===== config.mk =====
export PLATFORM = sky130hd
export DESIGN_NAME = batch_sched
export DESIGN_NICKNAME = d
export VERILOG_FILES = /design/src/rtl/batch_sched_pkg.sv /design/src/rtl/batch_sched_queue.sv /design/src/rtl/batch_sched_ctrl.sv /design/src/rtl/batch_sched.sv
export SDC_FILE = /design/constraint.sdc
export NUM_CORES = 1
export LEC_CHECK = 0
export BUFFER_PORTS_ARGS = -buffer_cell sky130_fd_sc_hd__buf_2
export CAP_MARGIN = 20
export CORE_ASPECT_RATIO = 1.75
export CORE_UTILIZATION = 60
export DETAILED_ROUTE_END_ITERATION = 10
export PLACE_DENSITY = 0.76
export SKIP_CTS_REPAIR_TIMING = 1
export SLEW_MARGIN = 20
export SYNTH_ARGS = -nofsm -noshare
export SYNTH_HDL_FRONTEND = slang
export SYNTH_SLANG_ARGS = --single-unit
export TNS_END_PERCENT = 20

===== constraint.sdc =====
create_clock -name clk -period 6.3 [get_ports clk]
set_input_delay 0.63 -clock clk [delete_from_list [all_inputs] [get_ports clk]]
set_output_delay 0.63 -clock clk [all_outputs]
set_load 0.05 [all_outputs]

===== src/rtl/batch_sched_pkg.sv =====
package batch_sched_pkg;
  typedef struct packed {
    logic formBatch;
    logic grantFire;
  } sched_strobe_t;
endpackage


===== src/rtl/batch_sched_queue.sv =====
module batch_sched_queue
  import batch_sched_pkg::*;
#(
  parameter int DEPTH     = 8,
  parameter int NUM_BANKS = 4,
  parameter int SRC_W     = 2,
  parameter int BANK_W    = 2,
  parameter int ROW_W     = 8,
  parameter int COL_W     = 6,
  parameter int CAP       = 2,
  localparam int IDX_W    = $clog2(DEPTH),
  localparam int CNT_W    = $clog2(DEPTH + 1)
) (
  input  logic                 clk,
  input  logic                 rstN,
  input  logic                 enqValid,
  output logic                 enqReady,
  input  logic [SRC_W-1:0]     enqSrc,
  input  logic [BANK_W-1:0]    enqBank,
  input  logic [ROW_W-1:0]     enqRow,
  input  logic [COL_W-1:0]     enqCol,
  input  logic [NUM_BANKS-1:0] bankBusy,
  input  sched_strobe_t        ctl,
  input  logic [IDX_W-1:0]     selIdx,
  output logic [DEPTH-1:0]     validVec,
  output logic [DEPTH-1:0]     markVec,
  output logic [DEPTH-1:0]     readyVec,
  output logic [DEPTH-1:0]     hitVec,
  output logic                 grantValid,
  output logic [SRC_W-1:0]     grantSrc,
  output logic [BANK_W-1:0]    grantBank,
  output logic [ROW_W-1:0]     grantRow,
  output logic [COL_W-1:0]     grantCol
);
  logic [SRC_W-1:0]  srcQ  [DEPTH];
  logic [BANK_W-1:0] bankQ [DEPTH];
  logic [ROW_W-1:0]  rowQ  [DEPTH];
  logic [COL_W-1:0]  colQ  [DEPTH];
  logic [DEPTH-1:0]  markQ;
  logic [CNT_W-1:0]  countQ;

  logic [ROW_W-1:0]     openRow [NUM_BANKS];
  logic [NUM_BANKS-1:0] openVld;

  logic [SRC_W-1:0]  srcN  [DEPTH];
  logic [BANK_W-1:0] bankN [DEPTH];
  logic [ROW_W-1:0]  rowN  [DEPTH];
  logic [COL_W-1:0]  colN  [DEPTH];
  logic [DEPTH-1:0]  markN, newMark, markBase;
  logic [CNT_W-1:0]  cntAfter, countN;
  logic              enqAccept;

  assign enqReady  = (countQ < CNT_W'(DEPTH));
  assign enqAccept = enqValid && enqReady;
  assign markVec   = markQ & validVec;

  // Status vectors toward the control
  always_comb begin
    for (int i = 0; i < DEPTH; i++) begin
      validVec[i] = (CNT_W'(i) < countQ);
      readyVec[i] = validVec[i] && !bankBusy[bankQ[i]];
      hitVec[i]   = validVec[i] && openVld[bankQ[i]] && (openRow[bankQ[i]] == rowQ[i]);
    end
  end

  // Batch marking: the oldest CAP requests of each source/bank pair
  always_comb begin
    for (int i = 0; i < DEPTH; i++) begin
      int sameOlder;
      sameOlder = 0;
      for (int j = 0; j < i; j++) begin
        if (validVec[j] && srcQ[j] == srcQ[i] && bankQ[j] == bankQ[i])
          sameOlder = sameOlder + 1;
      end
      newMark[i] = validVec[i] && (sameOlder < CAP);
    end
  end

  assign markBase = ctl.formBatch ? newMark : markQ;

  // Compaction on grant, then append
  always_comb begin
    cntAfter = countQ - (ctl.grantFire ? CNT_W'(1) : CNT_W'(0));
    countN   = cntAfter + (enqAccept ? CNT_W'(1) : CNT_W'(0));
    for (int i = 0; i < DEPTH; i++) begin
      if (ctl.grantFire && i >= int'(selIdx)) begin
        srcN[i]  = srcQ[(i + 1) % DEPTH];
        bankN[i] = bankQ[(i + 1) % DEPTH];
        rowN[i]  = rowQ[(i + 1) % DEPTH];
        colN[i]  = colQ[(i + 1) % DEPTH];
        markN[i] = (i < DEPTH - 1) ? markBase[(i + 1) % DEPTH] : 1'b0;
      end else begin
        srcN[i]  = srcQ[i];
        bankN[i] = bankQ[i];
        rowN[i]  = rowQ[i];
        colN[i]  = colQ[i];
        markN[i] = markBase[i];
      end
      if (enqAccept && CNT_W'(i) == cntAfter) begin
        srcN[i]  = enqSrc;
        bankN[i] = enqBank;
        rowN[i]  = enqRow;
        colN[i]  = enqCol;
        markN[i] = 1'b0;
      end
    end
  end

  always_ff @(posedge clk) begin
    if (!rstN) begin
      countQ     <= '0;
      markQ      <= '0;
      openVld    <= '0;
      grantValid <= 1'b0;
      grantSrc   <= '0;
      grantBank  <= '0;
      grantRow   <= '0;
      grantCol   <= '0;
      for (int i = 0; i < DEPTH; i++) begin
        srcQ[i]  <= '0;
        bankQ[i] <= '0;
        rowQ[i]  <= '0;
        colQ[i]  <= '0;
      end
      for (int b = 0; b < NUM_BANKS; b++) openRow[b] <= '0;
    end else begin
      countQ     <= countN;
      markQ      <= markN;
      grantValid <= ctl.grantFire;
      for (int i = 0; i < DEPTH; i++) begin
        srcQ[i]  <= srcN[i];
        bankQ[i] <= bankN[i];
        rowQ[i]  <= rowN[i];
        colQ[i]  <= colN[i];
      end
      if (ctl.grantFire) begin
        grantSrc               <= srcQ[selIdx];
        grantBank              <= bankQ[selIdx];
        grantRow               <= rowQ[selIdx];
        grantCol               <= colQ[selIdx];
        openRow[bankQ[selIdx]] <= rowQ[selIdx];
        openVld[bankQ[selIdx]] <= 1'b1;
      end
    end
  end

  assert_no_overflow_R7: assert property (@(posedge clk) disable iff (!rstN)
    countQ <= CNT_W'(DEPTH));
  assert_form_when_drained_R2: assert property (@(posedge clk) disable iff (!rstN)
    ctl.formBatch |-> (markQ == '0));
  assert_grant_in_batch_R2: assert property (@(posedge clk) disable iff (!rstN)
    ctl.grantFire |-> markQ[selIdx]);
  assert_grant_bank_free_R4: assert property (@(posedge clk) disable iff (!rstN)
    ctl.grantFire |-> !bankBusy[bankQ[selIdx]]);
  assert_form_no_grant_R9: assert property (@(posedge clk) disable iff (!rstN)
    ctl.formBatch |=> !grantValid);
endmodule


===== src/rtl/batch_sched_ctrl.sv =====
module batch_sched_ctrl
  import batch_sched_pkg::*;
#(
  parameter int DEPTH  = 8,
  localparam int IDX_W = $clog2(DEPTH)
) (
  input  logic             clk,
  input  logic             rstN,
  input  logic [DEPTH-1:0] validVec,
  input  logic [DEPTH-1:0] markVec,
  input  logic [DEPTH-1:0] readyVec,
  input  logic [DEPTH-1:0] hitVec,
  output sched_strobe_t    ctl,
  output logic [IDX_W-1:0] selIdx
);
  logic [DEPTH-1:0] candAll, candHit, pick;

  assign candAll = markVec & readyVec;
  assign candHit = candAll & hitVec;
  assign pick    = (|candHit) ? candHit : candAll;

  always_comb begin
    selIdx = '0;
    for (int i = DEPTH - 1; i >= 0; i--) begin
      if (pick[i]) selIdx = IDX_W'(i);
    end
  end

  assign ctl.formBatch = (markVec == '0) && (|validVec);
  assign ctl.grantFire = |pick;

  assert_hit_first_R5: assert property (@(posedge clk) disable iff (!rstN)
    (ctl.grantFire && |(markVec & readyVec & hitVec)) |-> hitVec[selIdx]);
  assert_one_strobe_R8: assert property (@(posedge clk) disable iff (!rstN)
    !(ctl.formBatch && ctl.grantFire));
endmodule


===== src/rtl/batch_sched.sv =====
module batch_sched
  import batch_sched_pkg::*;
#(
  parameter int DEPTH     = 8,
  parameter int NUM_SRC   = 4,
  parameter int NUM_BANKS = 4,
  parameter int ROW_W     = 8,
  parameter int COL_W     = 6,
  parameter int CAP       = 2,
  localparam int SRC_W    = $clog2(NUM_SRC),
  localparam int BANK_W   = $clog2(NUM_BANKS),
  localparam int IDX_W    = $clog2(DEPTH)
) (
  input  logic                 clk,
  input  logic                 rstN,
  input  logic                 enqValid,
  output logic                 enqReady,
  input  logic [SRC_W-1:0]     enqSrc,
  input  logic [BANK_W-1:0]    enqBank,
  input  logic [ROW_W-1:0]     enqRow,
  input  logic [COL_W-1:0]     enqCol,
  input  logic [NUM_BANKS-1:0] bankBusy,
  output logic                 grantValid,
  output logic [SRC_W-1:0]     grantSrc,
  output logic [BANK_W-1:0]    grantBank,
  output logic [ROW_W-1:0]     grantRow,
  output logic [COL_W-1:0]     grantCol
);
  sched_strobe_t    ctl;
  logic [IDX_W-1:0] selIdx;
  logic [DEPTH-1:0] validVec, markVec, readyVec, hitVec;

  batch_sched_ctrl #(.DEPTH(DEPTH)) u_ctrl (
    .clk(clk), .rstN(rstN), .validVec(validVec), .markVec(markVec),
    .readyVec(readyVec), .hitVec(hitVec), .ctl(ctl), .selIdx(selIdx)
  );

  batch_sched_queue #(
    .DEPTH(DEPTH), .NUM_BANKS(NUM_BANKS), .SRC_W(SRC_W), .BANK_W(BANK_W),
    .ROW_W(ROW_W), .COL_W(COL_W), .CAP(CAP)
  ) u_queue (
    .clk(clk), .rstN(rstN), .enqValid(enqValid), .enqReady(enqReady),
    .enqSrc(enqSrc), .enqBank(enqBank), .enqRow(enqRow), .enqCol(enqCol),
    .bankBusy(bankBusy), .ctl(ctl), .selIdx(selIdx),
    .validVec(validVec), .markVec(markVec), .readyVec(readyVec), .hitVec(hitVec),
    .grantValid(grantValid), .grantSrc(grantSrc), .grantBank(grantBank),
    .grantRow(grantRow), .grantCol(grantCol)
  );
endmodule


==> run metrics <==
status=finished, final reports clean; CP Class=reg -> reg; share of cells above drive strength 1=0.138; pin count of the biggest net entering global routing=57; Seq/Total Area, Yosys=0.288; via/cell ratio=7.08; initial DRC count=between 1000 and 1500; switching pwr=3.10 mW; routability cong.=between 1 and 1.5; Post-route DRC=0; Critical Path Source Type=flip-flop; Comb pwr share=0.517; CP endpoint kind=flip-flop; highest metal used=met5; max-cap viol count=0; initial antenna violation count=3; Distinct cells, synth=75; slew of the pin with the lowest slew margin=1.15 ns; number of synthesized flops with an enable pin=32; delay-heaviest family, CP=simple AND/OR/NAND/NOR gates; DR pass1 iterations=6; WHS=roughly 0.46 ns; Critical Path RT=6.72 ns; post-route ant nets=0; synth warn=0; Sw Share=0.458; final setup vio count=0; Synth Net Count=1827; worst-skew pair later-pin latency=0.53 ns; total power=roughly 6.8 mW; Die X=approximately 120 µm; Most used DFF post-synth=dfxtp_1; commonest non-fill, non-tap cells in the layout=223 x mux2i_1, 179 x dfxtp_1, 173 x nor2_1; FMAX=between 150 and 200 MHz; CP cell instances=buf_4 -> xnor2_1 -> nand2_1 -> nor4_1 -> nor2_1 -> o31a_1 -> a21oi_1 -> ha_1 -> mux2i_1 -> inv_1 -> ha_1 -> inv_1 -> mux2i_1 -> ha_1 -> nand2_1 -> inv_1 -> a22o_1 -> nand2_1 -> and4_1 -> o2bb2ai_1 -> a32oi_1 -> mux2i_1 -> and3_1; worst min path class=in -> reg; Syn Area/Cell=just under 9 µm²; number of inserted diodes=0; setup TNS=0 ns; io pins=between 40 and 50; slowest cell delay on critical path=between 0.8 and 0.9 ns; CTS tree=yes; vias in the first global route=14600; Clk network pwr share=0.166; DP HPWL=roughly 42 mm; slowest stage cell on the critical path=dfxtp_1; Final nets=about 1800; Setup Skew=about 0.020 ns; clock tree buffer depth=3; die span in y=around 220 µm; final wirelength=59.8 mm; Worst-path clk slew=0.07 ns; number of H-tree levels=1; RSZ-0062 raised after global routing=false; clock buffer count from CTS=19; asr flop ratio synth=0; metal3 WL=between 6 and 7 mm; routed vias=14800; clk root buf=clkbuf_16; Final min period=approximately 5.3 ns; wire length of the first global-routing pass=roughly 90 mm; FF+latch count, synth=~210; Pint=about 3.7 mW; clk sinks=around 210; Post-Syn Area=around 0.016 mm²; grt total ovfl=0; PD cells=398 mW/mm²; Leakage=6.96 nW; Reg power frac=0.316; Max Slew Vio Count=0; Routed met2 length=approximately 28 mm; filler instances=2149; Max VDD drop=0.307 mV; Cells after Synth=between 1500 and 2000; core box area=roughly 0.026 mm²; total track usage=0.442; Die ar.=0.0270 mm²; commonest non-fill, non-tap cell in the layout=mux2i_1; crit-path max FO=13; # port buffers=44; wire length on met1=around 20 mm; wire length per cell after detailed routing=28.5 µm; worst path arrival time=5.72 ns; final hold vios=0; area grow syn2layout=7.75%; fin crit share=0.841; Buf/Inv on CP=4; initial core utilization=0.610; relative slew slack=0.231; Rows=around 80
[per-layer routing]
layer,vias to the layer above,track usage
li1,6439,-
met3,358,0.107
met2,907,0.721
met5,-,0
met4,2,0.390
met1,7139,0.475
[synthesized netlist by cell type, types with 4 or more instances]
cell       instances  area (µm²)
o21ai_0           53         265
and2_1            17         106
o2111ai_1          8        70.1
nor2_1           174         653
o211a_1            7        70.1
xnor2_1          144        1260
dfxtp_1          179        3580
nor2b_1           18         113
a311oi_1          30         263
and3_1            12        75.1
or3_1              6        37.5
a221oi_1          12         105
o21ai_1            4        20.0
nand2_1          155         582
nor4_1            11        68.8
ha_1              23         288
a31oi_1            5        31.3
o22ai_1           19         119
nand2b_1           4        25.0
inv_1             34         128
nand3_1           32         160
clkbuf_1          84         315
or4_1              6        45.0
mux2i_1          223        2230
buf_2             26         130
nor3_1            38         190
buf_1             42         158
a221o_1            8        80.1
nand4_1           21         131
xor2_1            59         517
a21o_1             6        45.0
or2_2             11        68.8
mux4_2            52        1170
edfxtp_1          32         961
mux2_2             9         101
nand3b_1           5        37.5
a21oi_1           57         285
nor3b_1            6        45.0
a22o_1            14         123
a211oi_1          78         586
[per-stage QoR]
step | utilization | cells | setup WS, ns | cell area (µm²)
after floorplan | - | 1779 | 1.48 | 15800
after global placement | 0.635 | 2064 | 1.14 | 16400
after detailed placement | 0.635 | 2064 | 1.09 | 16400
after CTS | 0.657 | 2097 | 1.07 | 17000
after global routing | 0.658 | 2098 | 0.510 | 17000
final | 0.658 | 2098 | 1.00 | 17000
[cell families after synthesis]
kind of cell	share of synthesized area
AND/OR/NAND/NOR	0.156
AO/OA/AOI/OAI	0.153
buffers and inverters	0.0489
XOR/XNOR	0.113
adder cells (fa/ha/maj)	0.0182
multiplexers	0.223
flip-flops	0.288
[registers in the layout, indices dropped and copies added, names as in the netlist, 2 cells and up]
register           flops
u_queue.grantRow       8
u_queue.grantSrc       2
u_queue.rowQ          64
u_queue.grantCol       6
u_queue.bankQ         16
u_queue.openVld        4
u_queue.srcQ          16
u_queue.colQ          48
u_queue.grantBank      2
u_queue.markQ          8
u_queue.countQ         4
u_queue.openRow       32
[power groups by stage]
stage	combinational, mW	clock, mW	sequential [mW]
final	3.50	1.13	2.14
after global placement	3.31	0	2.13
after detailed placement	3.39	0	2.13
after CTS	3.41	1.13	2.10
after global routing	3.78	1.17	2.15
after floorplan	2.57	0	1.88
[worst min-delay path, stage by stage]
cell	delay [ns]
buf_2	0.14
nor2_1	0.11
a211oi_1	0.05
[final timing paths]
check | start | endpoint | slack [ns] | cells past startpoint
max | u_queue.bankQ[2][0]$_SDFFE_PN0P_ | u_queue.markQ[6]$_SDFF_PP0_ | 1.0 | 23
min | enqCol[4] | u_queue.colQ[1][4]$_SDFFE_PN0P_ | 0.46 | 3
max reg2reg | u_queue.bankQ[2][0]$_SDFFE_PN0P_ | u_queue.markQ[6]$_SDFF_PP0_ | 1.0 | 23
min reg2reg | u_queue.colQ[7][3]$_SDFFE_PN0P_ | u_queue.colQ[7][3]$_SDFFE_PN0P_ | 0.50 | 2
[cell type report]
class	instances	area (µm²)	area share
clock inverters	5	32.5	0.00191
well taps	320	400	0.0235
flip-flops and latches	211	4540	0.267
repair buffers	122	831	0.0488
clock buffers	28	541	0.0318
multi-input cells	1377	10500	0.619
inverters	35	133	0.00780
(Power assumes the default switching activity.)
